## config.mk

```make
export PLATFORM = sky130hd
export DESIGN_NAME = col_stripe_sel
export DESIGN_NICKNAME = d
export VERILOG_FILES = /design/src/rtl/stsel_pkg.sv /design/src/rtl/stsel_scan_ctr.sv /design/src/rtl/stsel_mode_trk.sv /design/src/rtl/stsel_col_dec.sv /design/src/rtl/col_stripe_sel.sv
export SDC_FILE = /design/constraint.sdc
export NUM_CORES = 1
export LEC_CHECK = 0
export BUFFER_PORTS_ARGS = -buffer_cell sky130_fd_sc_hd__buf_2
export CAP_MARGIN = 20
export CORE_AREA = 3 3 384 386
export CTS_CLUSTER_DIAMETER = 120
export CTS_CLUSTER_SIZE = 16
export DETAILED_ROUTE_END_ITERATION = 8
export DIE_AREA = 0 0 387 389
export SYNTH_ARGS = -nofsm -noshare
export SYNTH_HDL_FRONTEND = slang
export SYNTH_SLANG_ARGS = --single-unit
```

## constraint.sdc

```tcl
create_clock -name clk -period 6 [get_ports clk]
set_input_delay 1.2 -clock clk [delete_from_list [all_inputs] [get_ports clk]]
set_output_delay 1.2 -clock clk [all_outputs]
set_load 0.02 [all_outputs]
```

## src/rtl/stsel_pkg.sv

```systemverilog
package stsel_pkg;

  // First column of stripe number idx
  function automatic int stripe_first_col(input int idx, input int width);
    return idx * width;
  endfunction

  // Column col lies inside the window that starts at base
  function automatic logic col_in_window(input int col, input int base, input int width);
    return (col >= base) && (col < base + width);
  endfunction

  // Left edge of a centred window
  function automatic int centre_first_col(input int cols, input int width);
    return cols / 2 - width / 2;
  endfunction

endpackage

```

## src/rtl/stsel_scan_ctr.sv

```systemverilog
module stsel_scan_ctr #(
  parameter int NUM_STRIPES = 120,
  localparam int IDX_W = $clog2(NUM_STRIPES)
) (
  input  logic             clk,
  input  logic             rst_n,
  input  logic             step,
  input  logic             clear,
  output logic [IDX_W-1:0] idx,
  output logic             wrap_pulse
);
  localparam logic [IDX_W-1:0] LAST = IDX_W'(NUM_STRIPES - 1);

  logic at_last;
  assign at_last = (idx == LAST);

  always_ff @(posedge clk or negedge rst_n) begin
    if (!rst_n) begin
      idx        <= '0;
      wrap_pulse <= 1'b0;
    end else begin
      wrap_pulse <= step && at_last;
      if (clear)
        idx <= '0;
      else if (step)
        idx <= at_last ? '0 : idx + 1'b1;
    end
  end


  advance_chk: assert property (@(posedge clk) disable iff (!rst_n)
    (step && !clear && !at_last) |=> idx == $past(idx) + 1'b1);

  wrap_chk: assert property (@(posedge clk) disable iff (!rst_n)
    (step && !clear && at_last) |=> (idx == '0) && wrap_pulse);

  hold_chk: assert property (@(posedge clk) disable iff (!rst_n)
    (!step && !clear) |=> $stable(idx));

  wrap_once_chk: assert property (@(posedge clk) disable iff (!rst_n)
    wrap_pulse |=> !wrap_pulse);

endmodule

```

## src/rtl/stsel_mode_trk.sv

```systemverilog
module stsel_mode_trk (
  input  logic clk,
  input  logic rst_n,
  input  logic boundary,
  input  logic req_fixed,
  output logic fixed_act,
  output logic switch_evt
);
  assign switch_evt = boundary && (req_fixed != fixed_act);

  always_ff @(posedge clk or negedge rst_n) begin
    if (!rst_n)
      fixed_act <= 1'b0;
    else if (switch_evt)
      fixed_act <= req_fixed;
  end


  mode_at_boundary_chk: assert property (@(posedge clk) disable iff (!rst_n)
    !boundary |=> $stable(fixed_act));

endmodule

```

## src/rtl/stsel_col_dec.sv

```systemverilog
module stsel_col_dec
  import stsel_pkg::*;
#(
  parameter int NUM_COLS = 960,
  parameter int WIN      = 8,
  localparam int COL_W   = $clog2(NUM_COLS)
) (
  input  logic                clk,
  input  logic                rst_n,
  input  logic                enable,
  input  logic [COL_W-1:0]    base,
  output logic [NUM_COLS-1:0] col_en
);
  for (genvar c = 0; c < NUM_COLS; c++) begin : g_col
    assign col_en[c] = enable && col_in_window(c, int'(base), WIN);
  end


  win_count_chk: assert property (@(posedge clk) disable iff (!rst_n)
    enable |-> $countones(col_en) == WIN);

  off_chk: assert property (@(posedge clk) disable iff (!rst_n)
    !enable |-> col_en == '0);

endmodule

```

## src/rtl/col_stripe_sel.sv

```systemverilog
module col_stripe_sel
  import stsel_pkg::*;
#(
  parameter int NUM_COLS = 960,
  parameter int STRIPE_W = 8,
  localparam int NUM_STRIPES = NUM_COLS / STRIPE_W,
  localparam int IDX_W       = $clog2(NUM_STRIPES),
  localparam int COL_W       = $clog2(NUM_COLS),
  localparam int CENTRE_COL  = centre_first_col(NUM_COLS, STRIPE_W)
) (
  input  logic                clk,
  input  logic                rst_n,
  input  logic                enable,
  input  logic                mode_fixed,
  input  logic                frame_done,
  output logic [COL_W-1:0]    stripe_base,
  output logic [NUM_COLS-1:0] col_en,
  output logic                fast_rate,
  output logic                scan_wrap
);
  logic             boundary;
  logic             fixed_act;
  logic             switch_evt;
  logic             scan_step;
  logic [IDX_W-1:0] scan_idx;

  assign boundary  = frame_done && enable;
  assign scan_step = boundary && !fixed_act && !switch_evt;

  stsel_mode_trk u_mode (
    .clk        (clk),
    .rst_n      (rst_n),
    .boundary   (boundary),
    .req_fixed  (mode_fixed),
    .fixed_act  (fixed_act),
    .switch_evt (switch_evt)
  );

  stsel_scan_ctr #(.NUM_STRIPES(NUM_STRIPES)) u_ctr (
    .clk        (clk),
    .rst_n      (rst_n),
    .step       (scan_step),
    .clear      (switch_evt),
    .idx        (scan_idx),
    .wrap_pulse (scan_wrap)
  );

  assign stripe_base = fixed_act ? COL_W'(CENTRE_COL)
                                 : COL_W'(stripe_first_col(int'(scan_idx), STRIPE_W));
  assign fast_rate   = fixed_act;

  stsel_col_dec #(.NUM_COLS(NUM_COLS), .WIN(STRIPE_W)) u_dec (
    .clk    (clk),
    .rst_n  (rst_n),
    .enable (enable),
    .base   (stripe_base),
    .col_en (col_en)
  );


  centre_chk: assert property (@(posedge clk) disable iff (!rst_n)
    fast_rate |-> stripe_base == COL_W'(CENTRE_COL));

  restart_chk: assert property (@(posedge clk) disable iff (!rst_n)
    switch_evt |=> scan_idx == '0);

  frozen_chk: assert property (@(posedge clk) disable iff (!rst_n)
    !enable |=> $stable(stripe_base) && $stable(fast_rate));

  no_wrap_fixed_chk: assert property (@(posedge clk) disable iff (!rst_n)
    $past(fixed_act) |-> !scan_wrap);

endmodule

```

## After elaboration in Yosys (flattened, before gate mapping)

Cells that the tools add are included.

| word-level totals | value |
|---|---|
| bits of input ports | 5 |
| flip-flop bits (word level) | 9 |
| output and inout port bits | 972 |
| word-level logic and storage cells | 3859 |

| operators by class | value |
|---|---|
| muxes and demuxes | 4 |
| reduce and logical (&&, ||, !) cells | 1928 |
| $add $sub $neg | 2 |
| $lt $le $gt $ge | 1920 |
| equality and inequality tests | 2 |

Operators with widths:

| cell | number |
|---|---|
| $lt A11 B32 Y1 const A | 448 |
| $lt A10 B32 Y1 const A | 256 |
| $ge A10 B10 Y1 const A | 448 |
| $lt A9 B32 Y1 const A | 128 |
| $ge A9 B10 Y1 const A | 256 |
| $lt A8 B32 Y1 const A | 64 |
| $logic_and A1 B1 Y1 | 1925 |
| $ge A8 B10 Y1 const A | 128 |
| $lt A7 B32 Y1 const A | 32 |
| $ge A7 B10 Y1 const A | 64 |
| $lt A6 B32 Y1 const A | 16 |
| $ge A6 B10 Y1 const A | 32 |
| $lt A5 B32 Y1 const A | 8 |
| $ge A5 B10 Y1 const A | 16 |
| $lt A4 B32 Y1 const A | 4 |
| $ge A4 B10 Y1 const A | 8 |
| $lt A3 B32 Y1 const A | 2 |
| $ge A3 B10 Y1 const A | 4 |
| $lt A1 B32 Y1 const A | 1 |
| $lt A2 B32 Y1 const A | 1 |
| $mux W7 | 3 |
| $ge A1 B10 Y1 const A | 2 |
| $ge A2 B10 Y1 const A | 2 |
| $add A10 B4 Y11 const B | 1 |
| other kinds (6) | 7 |

## Longest topological paths before layout

| logic depth | value |
|---|---|
| depth after elaboration | 6 |
| gate-level depth with buffers | 15 |
| depth with buffers taken out | 8 |

## Hierarchy

A second synthesis with hierarchy kept.

| unflattened totals | value |
|---|---|
| cells, all modules | 3733 |
| area total of the unflattened synthesis | 22270.1 um^2 |

By module, submodules not included:

| module | cells each | sequential area each (um^2) | instances | area an instance (um^2) |
|---|---|---|---|---|
| stsel_col_dec | 3671 | 0.0 | 1 | 21675.8 |
| stsel_scan_ctr | 45 | 200.2 | 1 | 449.2 |
| col_stripe_sel | 13 | 0.0 | 1 | 93.8 |
| stsel_mode_trk | 4 | 25.0 | 1 | 51.3 |

## Worst setup path after synthesis

No wires, ideal clock.

| timing | value |
|---|---|
| kind | register to output |
| start | register u_mode.fixed_act |
| end | output port col_en[338] |
| data required time | 4800 ps |
| path slack | 112 ps |
| arrival time | 4688 ps |
| path buffers | 7 |
| cell stages (with the launch flop) | 14 |
| cells stage by stage | dfrtp_1 buf_2 buf_6 clkbuf_1 clkbuf_1 or2_2 ha_1 clkbuf_1 or3b_2 o21ai_0 buf_2 nor3_1 a2111oi_0 buf_4 |

| on the way | value |
|---|---|
| cells in the longest elaborated chain, start to end | 5 |
| elaborated cells on any way between the ends | 6 |
| classes of those cells | add/sub: 1; order compare: 2; mux: 1; reduce/logical: 2 |

Ends and longest elaborated chain:

| item | RTL line | source |
|---|---|---|
| start: declaration | stsel_mode_trk.sv:6 | `output logic fixed_act,` |
| start signal: assignment | stsel_mode_trk.sv:15 | `fixed_act <= req_fixed;` |
| $mux W10 (*) | col_stripe_sel.sv:48 | `assign stripe_base = fixed_act ? COL_W'(CENTRE_COL)` |
| via stripe_base[4] | col_stripe_sel.sv:16 | `output logic [COL_W-1:0] stripe_base,` |
| $add A10 B4 Y11 | stsel_pkg.sv:10 | `return (col >= base) && (col < base + width);` |
| $lt A10 B32 Y1 | stsel_pkg.sv:10 |  |
| $logic_and A1 B1 Y1 (*) | stsel_pkg.sv:10 |  |
| $logic_and A1 B1 Y1 (*) | stsel_col_dec.sv:15 | `assign col_en[c] = enable && col_in_window(c, int'(base), WIN);` |
| end: declaration | col_stripe_sel.sv:17 | `output logic [NUM_COLS-1:0] col_en,` |

The timed path passes the listed nets; every way through them passes the cells marked *.

## Worst setup path in the final report

| timing | value |
|---|---|
| start | register u_mode.fixed_act |
| end | output port col_en[64] |

| on the way | value |
|---|---|
| cells in the longest elaborated chain, start to end | 5 |
| elaborated cells on any way between the ends | 6 |
| classes of those cells | add/sub: 1; order compare: 2; mux: 1; reduce/logical: 2 |

Ends and longest elaborated chain:

| item | RTL line |
|---|---|
| $mux W10 (*) | col_stripe_sel.sv:48 |
| $add A10 B4 Y11 | stsel_pkg.sv:10 |
| $lt A8 B32 Y1 | stsel_pkg.sv:10 |
| $logic_and A1 B1 Y1 (*) | stsel_pkg.sv:10 |
| $logic_and A1 B1 Y1 (*) | stsel_col_dec.sv:15 |

Every way passes the cells marked *; elsewhere a longest branch is shown, timed or not.

==> run_results.csv <==
group,metric,value,unit
floorplanning,rows,139,
yosys,syn_avg_cell_area,6.62,µm²
timing,fin_crit,5.18,ns
final_layout,final_common_cell,"buf_2",
yosys,netlist.area_leader.share,38.4,%
yosys,synth.distinct_cells,71,
final_layout,design_area,15500,µm²
global_route,grt_overflow_total,0,
clock_network,clock-sinks,9,
drt,drc_errors,0,
outcome,status,"finished clean",
timing,slew_viol_final,0,
yosys,ys_top_cells_by_area,"buf_4 (38%), a221oi_1 (10%), a21oi_1 (6.6%), a211oi_1 (5.2%), nor2_1 (4.0%)",
floorplanning,core,144000,µm²
final_layout,final_nets,2136,
floorplanning,io_pins,977,
yosys,synth.yosys.warnings,0,
clock_network,cts-root-buf,"clkbuf_16",
drt,routedWlPerCell,25.9,µm
timing,setup_viol,0,
timing,rsz0062_at_grt,"false",
setup_path,cp_slowest_cell,"a21oi_2",
hold_path,hold_start,"u_ctr.idx[4]$_DFFE_PN0P_",
setup_path,cp-end-kind,"output pin",
setup_path,worstPathMaxFanout,20,
hold_path,hold_end,"u_ctr.idx[4]$_DFFE_PN0P_",
setup_path,rrSetupSlack,3.71,ns
yosys,synth_top_family_by_area,"buffers and inverters",
setup_path,cpPeakStageDelay,0.84,ns
yosys,synth_edf_count,0,
floorplanning,start_util,6.86,%
setup_path,reg2reg_from,"u_ctr.idx[1]$_DFFE_PN0P_",
yosys,synthXorXnorAreaFrac,0.266,%
place,place_inst,4024,
final_layout,fillers,16900,
setup_path,timing_worst_setup_path_type,"reg2out",
setup_path,r2r-end,"u_ctr.idx[5]$_DFFE_PN0P_",
setup_path,crit_chain,"or2_2 -> ha_1 -> xor2_1 -> or3_1 -> a21oi_2 -> buf_4 -> a21oi_1 -> buf_2",
yosys,synth_simple_gate_area_share,14.1,%
drt,drtIter0Drc,1464,
timing,tightest_slew,1.37,ns
yosys,synth_ff_type,"dfrtp_1",
drt,via_per_inst,3.58,
setup_path,required,4.80,ns
clock_network,clk-insertion-delay-late,0.24,ns
pwr,p_leak,0.00875,µW
yosys,async_reset_ff_share,100,%
place,place.gp.congestion,0.872,
setup_path,rr_worst_depth,7,
final_layout,final_layout_size_suffix_gt1_share,63.6,%
yosys,muxShareOfSynthArea,0.736,%
flow_run,drv_cap,0,
floorplanning,chipWidth,387,µm
clock_network,tritoncts,"built",
final_layout,utilization,10.7,%
drt,vias,14500,
global_route,grt_pass1_vias,12800,
floorplanning,die_h,389,µm
timing,fmax,193,MHz
yosys,synth_area_leader_cell,"buf_4",
timing,slew_headroom,7.78,%
yosys,synth_area,9870,µm²
clock_network,cts_hold_buffers,0,
yosys,synth-adder-area-share,0.634,%
hold_path,hold_path_depth,1,
setup_path,cp-start-kind,"flop",
pwr,ir_drop,0.0888,mV
drt,antenna_left,0,
clock_network,numCtsBuffers,3,
floorplanning,dieArea,151000,µm²
clock_network,cts_setup_buffers,0,
drt,routed_wl,105,mm
yosys,synth_compound_area_share,36.6,%
global_route,grt_antenna_before_repair,18,
global_route,grt_pass1_wl,129,mm
timing,tns,0,ns
pwr,power.density,167,nW/µm²
place,io_buffer_count,974,
clock_network,clk_pin_slew,0.04,ns
global_route,track_usage,12.9,%
drt,dr.pass1.iters,6,
hold_path,hold_class,"reg2reg",
timing,finClkSkew,0.000594,ns
setup_path,arrival,3.98,ns
timing,fin_crit_sh,86.3,%
final_layout,instances_no_fill,4039,
clock_network,cts_resized,0,
clock_network,cts_buffer_depth,2,
timing,hold_viol_final,0,
final_layout,syn_to_final_growth,56.6,%
place,dpl.hpwl,91.2,mm
final_layout,final_cell_mix,"buf_2 (974), buf_4 (297), a21oi_1 (127)",
yosys,ys_seq_area_share,2.28,%
clock_network,h-tree-depth,1,
place,placed_area,15300,µm²
yosys,synth_seq_cells,9,
global_route,grt_max_degree,63,
yosys,synthCells,1490,
==> worst max-delay path: cells and delay by family, from the launching register on <==
kind            cells  cell delay (ns)
compound gates      2             1.13
flops               1             0.55
fa+ha+maj           1             0.33
xor+xnor            1             0.20
simple gates        2             0.93
buf+inv             2             0.59
==> worst max-delay path by stage <==
| stage | start | end | slack [ns] | cells after the start |
|---|---|---|---|---|
| final | u_mode.fixed_act$_DFFE_PN0P_ | col_en[64] | 0.82 | 8 |
| after global routing | u_mode.fixed_act$_DFFE_PN0P_ | col_en[279] | 0.71 | 9 |
| after CTS | u_mode.fixed_act$_DFFE_PN0P_ | col_en[97] | 0.74 | 9 |
| after detailed placement | u_mode.fixed_act$_DFFE_PN0P_ | col_en[97] | 1.00 | 9 |
| after global placement | enable | col_en[553] | 0.81 | 6 |
| after floorplan | u_mode.fixed_act$_DFFE_PN0P_ | col_en[338] | 0.11 | 13 |
==> cell families after synthesis <==
family                   after synthesis
AO/OA/AOI/OAI                        506
XOR/XNOR                               3
AND/OR/NAND/NOR                      293
adder cells (fa/ha/maj)                5
other                                  1
buffers and inverters                667
multiplexers                           6
flip-flops                             9
==> metal layers <==
layer	GRT usage [%]	routed length, µm	vias up
met5	0	0	-
li1	-	-	6246
met4	2.56	2460	0
met2	22.4	50800	998
met1	16.1	42700	7100
met3	2.95	8590	109
==> state kept, by name, summed over array words and instances, names as in the netlist <==
signal / cells
u_ctr.wrap_pulse: 1
u_mode.fixed_act: 1
u_ctr.idx: 7
==> cells in the mapped netlist (4+ instances only) <==
cell type and count:
and2_1 4, or3_1 7, buf_2 43, o21ai_1 7, o31ai_1 4, nand3_1 20
a221oi_1 117, nor2_1 105, buf_1 6, o221a_2 6, and3_1 6, a21oi_1 130
inv_1 11, o21ai_0 41, a2111oi_0 12, nor2b_1 7, o211a_1 4, a311oi_1 35
ha_1 5, buf_4 505, clkbuf_1 97, or2_2 6, dfrtp_1 9, nor3_1 43
a21o_1 4, nand2_1 65, a211oi_1 68, a22oi_1 40, nand2b_1 7, a31oi_1 15
==> power by group <==
group | leakage, µW | internal (µW) | switching (µW)
registers | 0.000113 | 66.2 | 24.6
clock network | 0.0000382 | 88.9 | 30.2
logic | 0.00860 | 647 | 1720
==> stage by stage <==
stage	worst slack (ns)	power (µW)	hold WS (ns)
floorplan	0.112	1360	0.583
global route	0.707	2710	0.750
detailed placement	1.00	2490	0.722
finish	0.824	2580	0.736
global placement	0.805	2470	0.705
CTS	0.744	2610	0.728
==> layout make-up <==
type / instances / area, µm² / area share, %
Clock buffer: 4 / 78.8 / 0.510
Tap cell: 1903 / 2380 / 15.4
Inverter: 13 / 48.8 / 0.316
Timing Repair Buffer: 1284 / 7360 / 47.7
Multi-Input combinational cell: 815 / 5320 / 34.4
Antenna cell: 11 / 27.5 / 0.178
Sequential cell: 9 / 234 / 1.51
Power figures use the tool's default switching activity.
